===== src/rtl/alu8_pkg.sv =====
package alu8_pkg;

  typedef enum logic [4:0] {
    OP_LOAD = 5'd0,  OP_AND  = 5'd1,  OP_OR   = 5'd2,  OP_XOR  = 5'd3,
    OP_ADC  = 5'd4,  OP_SBC  = 5'd5,  OP_CMPA = 5'd6,  OP_CMPX = 5'd7,
    OP_CMPY = 5'd8,  OP_BIT  = 5'd9,  OP_ASL  = 5'd10, OP_LSR  = 5'd11,
    OP_ROL  = 5'd12, OP_ROR  = 5'd13, OP_INC  = 5'd14, OP_DEC  = 5'd15,
    OP_AXS  = 5'd16
  } alu_op_e;

  typedef enum logic [1:0] {
    DST_NONE = 2'd0, DST_ACC = 2'd1, DST_XREG = 2'd2, DST_MEM = 2'd3
  } alu_dst_e;

  localparam int FLG_N = 7;
  localparam int FLG_V = 6;
  localparam int FLG_Z = 1;
  localparam int FLG_C = 0;

  // Signed overflow of lhs + rhs: equal input signs, different result sign.
  function automatic logic sum_overflow(input logic lhs_msb, input logic rhs_msb,
                                        input logic res_msb);
    return (lhs_msb == rhs_msb) && (res_msb != lhs_msb);
  endfunction

endpackage


===== src/rtl/alu8_core.sv =====
module alu8_core
  import alu8_pkg::*;
#(
  parameter int DW = 8
) (
  input  logic [4:0]    op,
  input  logic [DW-1:0] acc,
  input  logic [DW-1:0] xreg,
  input  logic [DW-1:0] yreg,
  input  logic [DW-1:0] operand,
  input  logic [7:0]    status_in,
  output logic [DW-1:0] res,
  output logic [1:0]    dst,
  output logic [7:0]    status_nx,
  output logic          add_carry,
  output logic          add_ovf
);
  localparam int MSB = DW - 1;

  logic [DW-1:0] lhs, rhs;
  logic          cin;
  logic [DW:0]   sum;
  logic          upd_nz;
  logic          n_nx, v_nx, z_nx, c_nx;

  // Shared adder: subtract and compare use the inverted operand.
  always_comb begin
    lhs = acc;
    rhs = operand;
    cin = status_in[FLG_C];
    case (op)
      OP_SBC:  rhs = ~operand;
      OP_CMPA: begin rhs = ~operand; cin = 1'b1; end
      OP_CMPX: begin lhs = xreg; rhs = ~operand; cin = 1'b1; end
      OP_CMPY: begin lhs = yreg; rhs = ~operand; cin = 1'b1; end
      OP_AXS:  begin lhs = acc & xreg; rhs = ~operand; cin = 1'b1; end
      default: ;
    endcase
  end

  assign sum       = {1'b0, lhs} + {1'b0, rhs} + {{DW{1'b0}}, cin};
  assign add_carry = sum[DW];
  assign add_ovf   = sum_overflow(lhs[MSB], rhs[MSB], sum[MSB]);

  always_comb begin
    res    = '0;
    dst    = DST_NONE;
    upd_nz = 1'b1;
    n_nx   = status_in[FLG_N];
    v_nx   = status_in[FLG_V];
    z_nx   = status_in[FLG_Z];
    c_nx   = status_in[FLG_C];
    case (op)
      OP_LOAD: begin res = operand;       dst = DST_ACC; end
      OP_AND:  begin res = acc & operand; dst = DST_ACC; end
      OP_OR:   begin res = acc | operand; dst = DST_ACC; end
      OP_XOR:  begin res = acc ^ operand; dst = DST_ACC; end
      OP_ADC, OP_SBC: begin
        res  = sum[MSB:0];
        dst  = DST_ACC;
        c_nx = add_carry;
        v_nx = add_ovf;
      end
      OP_CMPA, OP_CMPX, OP_CMPY: begin
        res  = sum[MSB:0];
        c_nx = add_carry;
      end
      OP_AXS: begin
        res  = sum[MSB:0];
        dst  = DST_XREG;
        c_nx = add_carry;
      end
      OP_BIT: begin
        res    = acc & operand;
        upd_nz = 1'b0;
        z_nx   = ~|res;
        n_nx   = operand[MSB];
        v_nx   = operand[MSB-1];
      end
      OP_ASL: begin res = {operand[MSB-1:0], 1'b0};              dst = DST_MEM; c_nx = operand[MSB]; end
      OP_LSR: begin res = {1'b0, operand[MSB:1]};                dst = DST_MEM; c_nx = operand[0];   end
      OP_ROL: begin res = {operand[MSB-1:0], status_in[FLG_C]};  dst = DST_MEM; c_nx = operand[MSB]; end
      OP_ROR: begin res = {status_in[FLG_C], operand[MSB:1]};    dst = DST_MEM; c_nx = operand[0];   end
      OP_INC: begin res = operand + {{(DW-1){1'b0}}, 1'b1};      dst = DST_MEM; end
      OP_DEC: begin res = operand - {{(DW-1){1'b0}}, 1'b1};      dst = DST_MEM; end
      default: upd_nz = 1'b0;
    endcase
    if (upd_nz) begin
      n_nx = res[MSB];
      z_nx = ~|res;
    end
  end

  assign status_nx = {n_nx, v_nx, status_in[5:2], z_nx, c_nx};

endmodule


===== src/rtl/alu8_outreg.sv =====
module alu8_outreg #(
  parameter int DW = 8
) (
  input  logic          clk,
  input  logic          rst_n,
  input  logic          load,
  input  logic [DW-1:0] d_res,
  input  logic [1:0]    d_dst,
  input  logic [7:0]    d_stat,
  output logic          q_valid,
  output logic [DW-1:0] q_res,
  output logic [1:0]    q_dst,
  output logic [7:0]    q_stat
);
  always_ff @(posedge clk) begin
    if (!rst_n) begin
      q_valid <= 1'b0;
      q_res   <= '0;
      q_dst   <= '0;
      q_stat  <= '0;
    end else begin
      q_valid <= load;
      if (load) begin
        q_res  <= d_res;
        q_dst  <= d_dst;
        q_stat <= d_stat;
      end
    end
  end


  valid_follows_chk: assert property (@(posedge clk) disable iff (!rst_n)
    load |=> q_valid);


  idle_hold_chk: assert property (@(posedge clk) disable iff (!rst_n)
    !load |=> !q_valid && $stable(q_res) && $stable(q_stat) && $stable(q_dst));

endmodule


===== src/rtl/alu8_unit.sv =====
module alu8_unit
  import alu8_pkg::*;
#(
  parameter int DW = 8
) (
  input  logic          clk,
  input  logic          rst_n,
  input  logic          in_valid,
  input  logic [4:0]    op,
  input  logic [DW-1:0] acc,
  input  logic [DW-1:0] xreg,
  input  logic [DW-1:0] yreg,
  input  logic [DW-1:0] operand,
  input  logic [7:0]    status_in,
  output logic          out_valid,
  output logic [DW-1:0] result,
  output logic [1:0]    dest,
  output logic [7:0]    status_out
);
  logic [DW-1:0] core_res;
  logic [1:0]    core_dst;
  logic [7:0]    core_stat;
  logic          add_carry, add_ovf;

  alu8_core #(.DW(DW)) core_i (
    .op        (op),
    .acc       (acc),
    .xreg      (xreg),
    .yreg      (yreg),
    .operand   (operand),
    .status_in (status_in),
    .res       (core_res),
    .dst       (core_dst),
    .status_nx (core_stat),
    .add_carry (add_carry),
    .add_ovf   (add_ovf)
  );

  alu8_outreg #(.DW(DW)) oreg_i (
    .clk     (clk),
    .rst_n   (rst_n),
    .load    (in_valid),
    .d_res   (core_res),
    .d_dst   (core_dst),
    .d_stat  (core_stat),
    .q_valid (out_valid),
    .q_res   (result),
    .q_dst   (dest),
    .q_stat  (status_out)
  );


  passthru_bits_chk: assert property (@(posedge clk) disable iff (!rst_n)
    in_valid |=> status_out[5:2] == $past(status_in[5:2]));


  cmp_keeps_v_chk: assert property (@(posedge clk) disable iff (!rst_n)
    in_valid && (op == OP_CMPA || op == OP_CMPX || op == OP_CMPY)
    |=> dest == DST_NONE && status_out[FLG_V] == $past(status_in[FLG_V]));


  bit_copies_chk: assert property (@(posedge clk) disable iff (!rst_n)
    in_valid && op == OP_BIT
    |=> status_out[FLG_N] == $past(operand[DW-1]) && status_out[FLG_V] == $past(operand[DW-2]));


  lsr_clears_n_chk: assert property (@(posedge clk) disable iff (!rst_n)
    in_valid && op == OP_LSR |=> !status_out[FLG_N] && dest == DST_MEM);


  adc_carry_chk: assert property (@(posedge clk) disable iff (!rst_n)
    in_valid && op == OP_ADC |=> status_out[FLG_C] == $past(add_carry));

endmodule


===== config.mk =====
export PLATFORM = sky130hd
export DESIGN_NAME = alu8_unit
export DESIGN_NICKNAME = d
export VERILOG_FILES = /design/src/rtl/alu8_pkg.sv /design/src/rtl/alu8_core.sv /design/src/rtl/alu8_outreg.sv /design/src/rtl/alu8_unit.sv
export SDC_FILE = /design/constraint.sdc
export NUM_CORES = 1
export LEC_CHECK = 0
export ABC_AREA = 1
export BUFFER_PORTS_ARGS = -buffer_cell sky130_fd_sc_hd__buf_2
export CORE_MARGIN = 4
export CORE_UTILIZATION = 25
export DETAILED_ROUTE_END_ITERATION = 10
export SYNTH_ARGS = -nofsm -noshare
export SYNTH_HDL_FRONTEND = slang
export SYNTH_HIERARCHICAL = 1
export SYNTH_SLANG_ARGS = --single-unit

===== constraint.sdc =====
create_clock -name clk -period 8.6 [get_ports clk]
set_input_delay 0.86 -clock clk [delete_from_list [all_inputs] [get_ports clk]]
set_output_delay 0.86 -clock clk [all_outputs]
set_load 0.03 [all_outputs]

# Word level (Yosys, flattened, before mapping)
# Index checks and enable logic that the tools add are counted.
# totals
input_bits	48
reg_bits	19
# op_classes
addsub	4
bitwise	5
muxes	12
n_eq_ne	18
n_reduce_logical	16
# op_table
op	n
$pmux W8 S11	1
$eq A5 B4 Y1 const B	8
$pmux W8 S3	1
$eq A5 B3 Y1 const B	4
$reduce_or A6 Y1	3
$and A8 B8 Y8	2
$reduce_or A16 Y1	1
$reduce_or A8 Y1	2
$eq A5 B2 Y1 const B	2
$add A8 B8 Y9	1
$add A9 B1 Y9	1
$add A8 B1 Y8 const B	1
$mux W8	1
$not A8 Y8	1
$or A8 B8 Y8	1
$reduce_or A2 Y1	4
$sub A8 B1 Y8 const B	1
$xor A8 B8 Y8	1
$mux W1	6
$pmux W2 S3	1
$eq A5 B1 Y1 const B	1
$eq A5 B5 Y1 const B	1
$logic_not A5 Y1	1
$reduce_or A5 Y1	1
7 further kinds	8

# Logic depth before layout (Yosys ltp)
# Gate-level depths: netlist of run 1.
# depth
depth_word	9
depth_mapped	27

# By module
# The synthesis of run 1 kept the hierarchy.
# by_module_without_submodules
module	n_inst	cells_each	area_each_um2
alu8_core	1	425	2323.5
alu8_outreg	1	117	799.5

# Worst setup path after synthesis of run 1
# No wires, ideal clock.
# synth_timing
path_type	input to register
start	input op[3]
end	register oreg_i.q_stat[0]
t_arrival_ns	3.871
required_ns	8.486
setup_time_ns	0.114
n_path_buf	3
slack_ns	4.615
cell_stages	24
cell_sequence	clkbuf_8 > inv_1 > nand2_1 > nor2_1 > nand2_2 > nand3_1 > inv_1 > clkbuf_8 > a221oi_1 > a21oi_1 > fa_1 > fa_1 > nand4_1 > nand3_1 > nand2_1 > a21oi_1 > or2_2 > nand2_1 > nand4_1 > buf_4 > inv_1 > nand2_1 > nand2_1 > nor2_1
# synth_between
elab_chain_cells	6
elab_cells_between_ends	21
# synth_lines
element	line	text
start, declared	alu8_unit.sv:9	input logic [4:0] op,
$eq A5 B3 Y1 (tied with other cells)	alu8_core.sv:31	case (op)
$reduce_or A5 Y1 (no line)	n/a	
$mux W8	n/a	
$add A8 B8 Y9	alu8_core.sv:41	assign sum = {1'b0, lhs} + {1'b0, rhs} + {{DW{1'b0}}, cin};
$add A9 B1 Y9 *	alu8_core.sv:41	
via add_carry	alu8_unit.sv:23	logic add_carry, add_ovf;
$pmux W1 S3 *	alu8_core.sv:53	case (op)
via core_i.c_nx	alu8_core.sv:24	logic n_nx, v_nx, z_nx, c_nx;
end signal, assigned	alu8_outreg.sv:26	q_stat <= d_stat;
end, declared	alu8_outreg.sv:13	output logic [7:0] q_stat
# The timed path passes the listed nets; every way through them passes the cells marked *.
# A chain may end at the register's enable or synchronous reset.

# Worst setup path after layout of run 1
# layout_timing
start	input op[1]
end	register oreg_i.q_stat[1]
# layout_between
elab_chain_cells	9
elab_cells_between_ends	33
# layout_lines
element	line	text
$eq A5 B3 Y1 (tied with other cells)	alu8_core.sv:31, alu8_core.sv:53	
$reduce_or A5 Y1 (no line)	n/a	
$mux W8	n/a	
$add A8 B8 Y9	alu8_core.sv:41	
$add A9 B1 Y9	alu8_core.sv:41	
$pmux W8 S11 *	alu8_core.sv:53	
via core_res[4]	alu8_unit.sv:20	logic [DW-1:0] core_res;
$reduce_or A8 Y1 *	alu8_core.sv:90	z_nx = ~|res;
$logic_not A1 Y1 *	alu8_core.sv:90	
$mux W1 *	alu8_core.sv:88	if (upd_nz) begin
via core_stat[1]	alu8_unit.sv:22	logic [7:0] core_stat;
# Marked as above.

==> results of run 1 <==
worst max-delay path, delay by kind of cell:
kind / cells / cell delay, ns
buf+inv: 3 / 0.43
compound gates: 3 / 0.50
fa+ha+maj: 2 / 0.94
xor+xnor: 1 / 0.15
simple gates: 12 / 1.41
stage by stage:
step | cells | setup WS [ns] | area, um2
finish | 761 | 4.48 | 3570
global placement | 757 | 4.37 | 3490
detailed placement | 757 | 4.29 | 3490
CTS | 761 | 4.53 | 3570
global route | 761 | 4.08 | 3570
floorplan | 541 | 4.62 | 3120
path summary, 6_finish.rpt:
kind | startpoint | endpoint | slack [ns] | depth (start not counted)
setup / recovery | op[1] | oreg_i/q_stat[1]$_SDFFE_PN0P_ | 4.48 | 21
hold / removal | oreg_i/q_res[2]$_SDFFE_PN0P_ | oreg_i/q_res[2]$_SDFFE_PN0P_ | 0.46 | 2
setup reg to reg | oreg_i/q_res[0]$_SDFFE_PN0P_ | oreg_i/q_res[0]$_SDFFE_PN0P_ | 7.98 | 2
hold reg to reg | oreg_i/q_res[2]$_SDFFE_PN0P_ | oreg_i/q_res[2]$_SDFFE_PN0P_ | 0.46 | 2
registers in the layout, indices dropped and copies added, names as in the netlist:
signal	cells
oreg_i/q_valid	1
oreg_i/q_res	8
oreg_i/q_dst	2
oreg_i/q_stat	8
power by group through the flow:
stage | clock (W) | sequential, W | combinational (W)
floorplan | 0 | 0.000116 | 0.000133
global placement | 0 | 0.000101 | 0.000201
detailed placement | 0 | 0.000101 | 0.000199
CTS | 0.0000960 | 0.0000989 | 0.000200
global route | 0.000100 | 0.0000997 | 0.000228
finish | 0.0000950 | 0.0000988 | 0.000200
per-layer routing:
layer	up-vias	GRT usage, %
met5	-	0
met4	0	2.43
met3	14	1.65
met2	88	24.9
met1	1488	18.0
li1	1795	-
area by class of cell:
type	instances	area, um2	area share, %
Sequential cell	19	380	10.6
Clock inverter	1	5.00	0.140
Timing Repair Buffer	66	330	9.25
Multi-Input combinational cell	415	2240	62.6
Clock buffer	3	75.1	2.10
Inverter	89	334	9.35
Tap cell	168	210	5.88
==> flow_metrics.tcl, run 1 <==
set metrics [dict create \
    power_w 0.000393 \
    io_buffers 66 \
    layout_commonest_cell "nand2_1" \
    tritoncts "built" \
    setup_viol 0 \
    rsz0062_at_grt "false" \
    drt-met1-wl_mm 4.52 \
    final-max-slew-violation-count 0 \
    max_stage_delay_ns 0.50 \
    avgSynthCellArea_um2 5.77 \
    final_cell_mix "170 x nand2_1, 85 x inv_1, 70 x nor2_1" \
    h-tree-depth 1 \
    drtAntennaViolNets 0 \
    cts_setup_buffers 0 \
    vdd_drop_max_mv 0.0632 \
    utilization_pct 29.5 \
    fin_crit_ns 4.12 \
    drt_iter0_drc 192 \
    route.met2.wl_mm 4.77 \
    cts_hold_buf 0 \
    antenna_found_initial 0 \
    die_w_um 120 \
    top_layer "met4" \
    min_path_type "flop to flop" \
    die_area_mm2 0.0143 \
    cts_root_buffer "clkbuf_16" \
    cts_resized 0 \
    ios 67 \
    cp-end-kind "flop" \
    core.rowCount 40 \
    p_switching_w 0.000168 \
    gp_congestion 0.943 \
    crit_chain "buf_2 > nor2_2 > nand3_2 > nand3_1 > inv_1 > a221oi_1 > a21oi_1 > fa_1 > fa_1 > nand3_1 > nand3_1 > xor2_1 > nand2_1 > nand3_1 > nor2_1 > nand2_1 > o21bai_1 > inv_1 > nand2_1 > nand2_1 > nor2_1" \
    whs_ns 0.464 \
    grt_max_degree 38 \
    pwr-share-clk_pct 24.1 \
    numCtsBuffers 3 \
    path_class "input port to flop" \
    vias_per_cell 4.45 \
    final.setup.tns_ns 0 \
    drt_pass1_iterations 5 \
    relSlewSlack_pct 39.4 \
    required_ns 8.79 \
    hold_violations 0 \
    worst_slew_pin_slew_ns 0.902 \
    clock-sinks 19 \
    slowest_stage "fa_1" \
    globalRouteTotalUtil_pct 13.9 \
    power_density_mw_per_mm2 110 \
    die_y_um 120 \
    dr_wl_met3_um 436 \
    drive_gt1_share_pct 17.0 \
    syn_nets 621 \
    grt_pass1_vias 3337 \
    fillerInstances 1443 \
    dp_hpwl_mm 8.29 \
    syn_inst 541 \
    seqPwrFrac_pct 25.1 \
    cts.clk_slew.worst_paths_ns 0.06 \
    vias 3385 \
    arrival_ns 4.30 \
    cp-start-kind "input port" \
    cellLeakagePower_nw 2.07 \
    wl_per_cell_um 13.0 \
    syn_to_final_growth_pct 14.5 \
    clock_skew_ns 0 \
    internal_power_w 0.000226 \
    netSwitchingFraction_pct 42.6 \
    grt_pass1_wl_mm 16.5 \
    timing.final.crit_share_pct 47.9 \
    status "finished clean" \
    synth_warnings 6 \
    fmax_mhz 243 \
    drv_cap 0 \
    critical_path.max_fanout 15 \
    nNetsFinal 674 \
    diodes 0 \
    grt_overflow_total 0 \
    wl_mm 9.92 \
    clk_path_buf_depth 2 \
    p_comb_share_pct 50.8 \
    drc 0 \
    start_util_pct 25.8 \
    clk_latency_ns 0.25 \
    coreArea_mm2 0.0121 \
    synth_area_mm2 0.00312 \
]
Power figures use the tool's default switching activity.
==> run 2: changes to the inputs <==
Clock period 8.6 ns to 4.3 ns, I/O delays scaled along.
==> run 2 against run 1 <==
Net effect: critical path depth up 1; via count rose by 2.1%; die area did not move; critical endpoint unchanged; power up 100%; sequential share of layout area barely moved; core utilization increased by 0.12 points; clock skew unchanged; first-iteration DRC count is 3.1% higher; largest cell class unchanged; hold slack gained 0.0012 ns.
==> flow_metrics.tcl, run 2 (synthesis gave the netlist of run 1 again) <==
set metrics [dict create \
    clock-sinks 19 \
    globalRouteTotalUtil_pct 13.8 \
    final-max-slew-violation-count 0 \
    slowest_stage "fa_1" \
    r2r-end "oreg_i/q_stat[6]$_SDFFE_PN0P_" \
    core.rowCount 40 \
    tritoncts "built" \
    antenna_found_initial 0 \
    wl_mm 10.1 \
    grt_overflow_total 0 \
    hold_start "status_in[5]" \
    drc 0 \
    grt_pass1_wl_mm 16.2 \
    r2r_setup_slack_ns 3.72 \
    cts_resized 0 \
    cts.clk_slew.worst_paths_ns 0.05 \
    grt_pass1_vias 3304 \
    timing.rr.start "oreg_i/q_stat[6]$_SDFFE_PN0P_" \
    start_util_pct 25.8 \
    path_class "input port to flop" \
    vias 3456 \
    max_stage_delay_ns 0.45 \
    gp_congestion 0.990 \
    diodes 0 \
    syn_to_final_growth_pct 15.0 \
    power_density_mw_per_mm2 220 \
    numCtsBuffers 3 \
    cts_hold_buf 0 \
    required_ns 4.49 \
    clock_skew_ns 0 \
    vdd_drop_max_mv 0.123 \
    drtAntennaViolNets 0 \
    clk_path_buf_depth 2 \
    die_area_mm2 0.0143 \
    rsz0062_at_grt "false" \
    ios 67 \
    reg_top3 "oreg_i/q_res x8, oreg_i/q_stat x8, oreg_i/q_dst x2" \
    drive_gt1_share_pct 17.3 \
    grt_max_degree 38 \
    io_buffers 66 \
    critical_path.max_fanout 10 \
    r2r_cells 2 \
    min_to "oreg_i/q_stat[5]$_SDFFE_PN0P_" \
    final_cell_mix "170 x nand2_1, 85 x inv_1, 70 x nor2_1" \
    utilization_pct 29.6 \
    cellLeakagePower_nw 2.08 \
    cts_setup_buffers 0 \
    layout_commonest_cell "nand2_1" \
    crit_chain "buf_2 > nor2_2 > nand3_2 > nand3_1 > nor2_2 > o21ai_4 > xor2_1 > inv_1 > fa_1 > fa_1 > nand3_1 > nand3_1 > xor2_1 > nand2_1 > nand3_1 > nor2_1 > nand2_1 > o21bai_1 > inv_1 > nand2_1 > nand2_1 > nor2_1" \
    clk_latency_ns 0.25 \
    cts_root_buffer "clkbuf_16" \
    wl_per_cell_um 13.2 \
    setup_viol 0 \
    worst_slew_pin_slew_ns 0.626 \
    fin_crit_ns 3.52 \
    die_w_um 120 \
    status "finished clean" \
    die_y_um 120 \
    h-tree-depth 1 \
    nNetsFinal 676 \
    timing.final.crit_share_pct 81.9 \
    drt_pass1_iterations 5 \
    drv_cap 0 \
    arrival_ns 3.71 \
    hold_violations 0 \
    final.setup.tns_ns 0 \
    cp-start-kind "input port" \
    min_path_type "input port to flop" \
    whs_path_depth 5 \
    coreArea_mm2 0.0121 \
    vias_per_cell 4.53 \
    relSlewSlack_pct 58.3 \
    fmax_mhz 284 \
    drt_iter0_drc 198 \
    cp-end-kind "flop" \
    dp_hpwl_mm 8.39 \
]
-- run 2: cell count changes in the layout (fill, tap and decap cells not counted), sizes merged --
cell / previous run / this run
buf: 66 / 68
-- run 2: critical path, delay by kind of cell --
family          cells  cell delay, ns
compound gates      2            0.28
xor+xnor            2            0.32
fa+ha+maj           2            0.89
buf+inv             3            0.28
simple gates       13            1.52
-- run 2: power breakdown --
group	internal, W	switching, W	leakage [nW]
Clock	0.000125	0.0000654	0.0409
Combinational	0.000137	0.000263	1.88
Sequential	0.000191	0.00000638	0.158
Total	0.000453	0.000335	2.08
-- run 2: how the worst max path moves through the flow --
stage / startpoint / endpoint
finish: op[1] / oreg_i/q_stat[1]$_SDFFE_PN0P_
global placement: op[3] / oreg_i/q_stat[1]$_SDFFE_PN0P_
floorplan: op[3] / oreg_i/q_stat[0]$_SDFFE_PN0P_
CTS: op[1] / oreg_i/q_stat[0]$_SDFFE_PN0P_
detailed placement: op[1] / oreg_i/q_stat[0]$_SDFFE_PN0P_
global route: op[3] / oreg_i/q_stat[0]$_SDFFE_PN0P_
-- run 2: per-layer routing --
metal / wire (um) / track usage, %
met5: 0 / 0
met4: 306 / 4.51
met3: 427 / 1.74
met2: 4710 / 23.3
met1: 4640 / 18.1
-- run 2: metrics by stage --
| stage | hold WS, ns | total power (W) | instance area [um2] | std cells | worst slack [ns] |
|---|---|---|---|---|---|
| 2_1_floorplan | 0.593 | 0.000497 | 3120 | 541 | 0.745 |
| 3_3_place_gp | 0.454 | 0.000600 | 3510 | 759 | 0.649 |
| 3_5_place_dp | 0.459 | 0.000599 | 3510 | 759 | 0.527 |
| 4_1_cts | 0.463 | 0.000794 | 3590 | 763 | 0.777 |
| 5_1_grt | 0.489 | 0.000859 | 3590 | 763 | 0.428 |
| 6_report | 0.465 | 0.000788 | 3590 | 763 | 0.778 |
-- run 2: area by class of cell --
class / instances / area, um2
inverters: 89 / 334
repair buffers: 68 / 345
clock buffers: 3 / 75.1
multi-input cells: 415 / 2240
flip-flops and latches: 19 / 380
fillers: 1434 / 8520
well taps: 168 / 210
clock inverters: 1 / 5.00
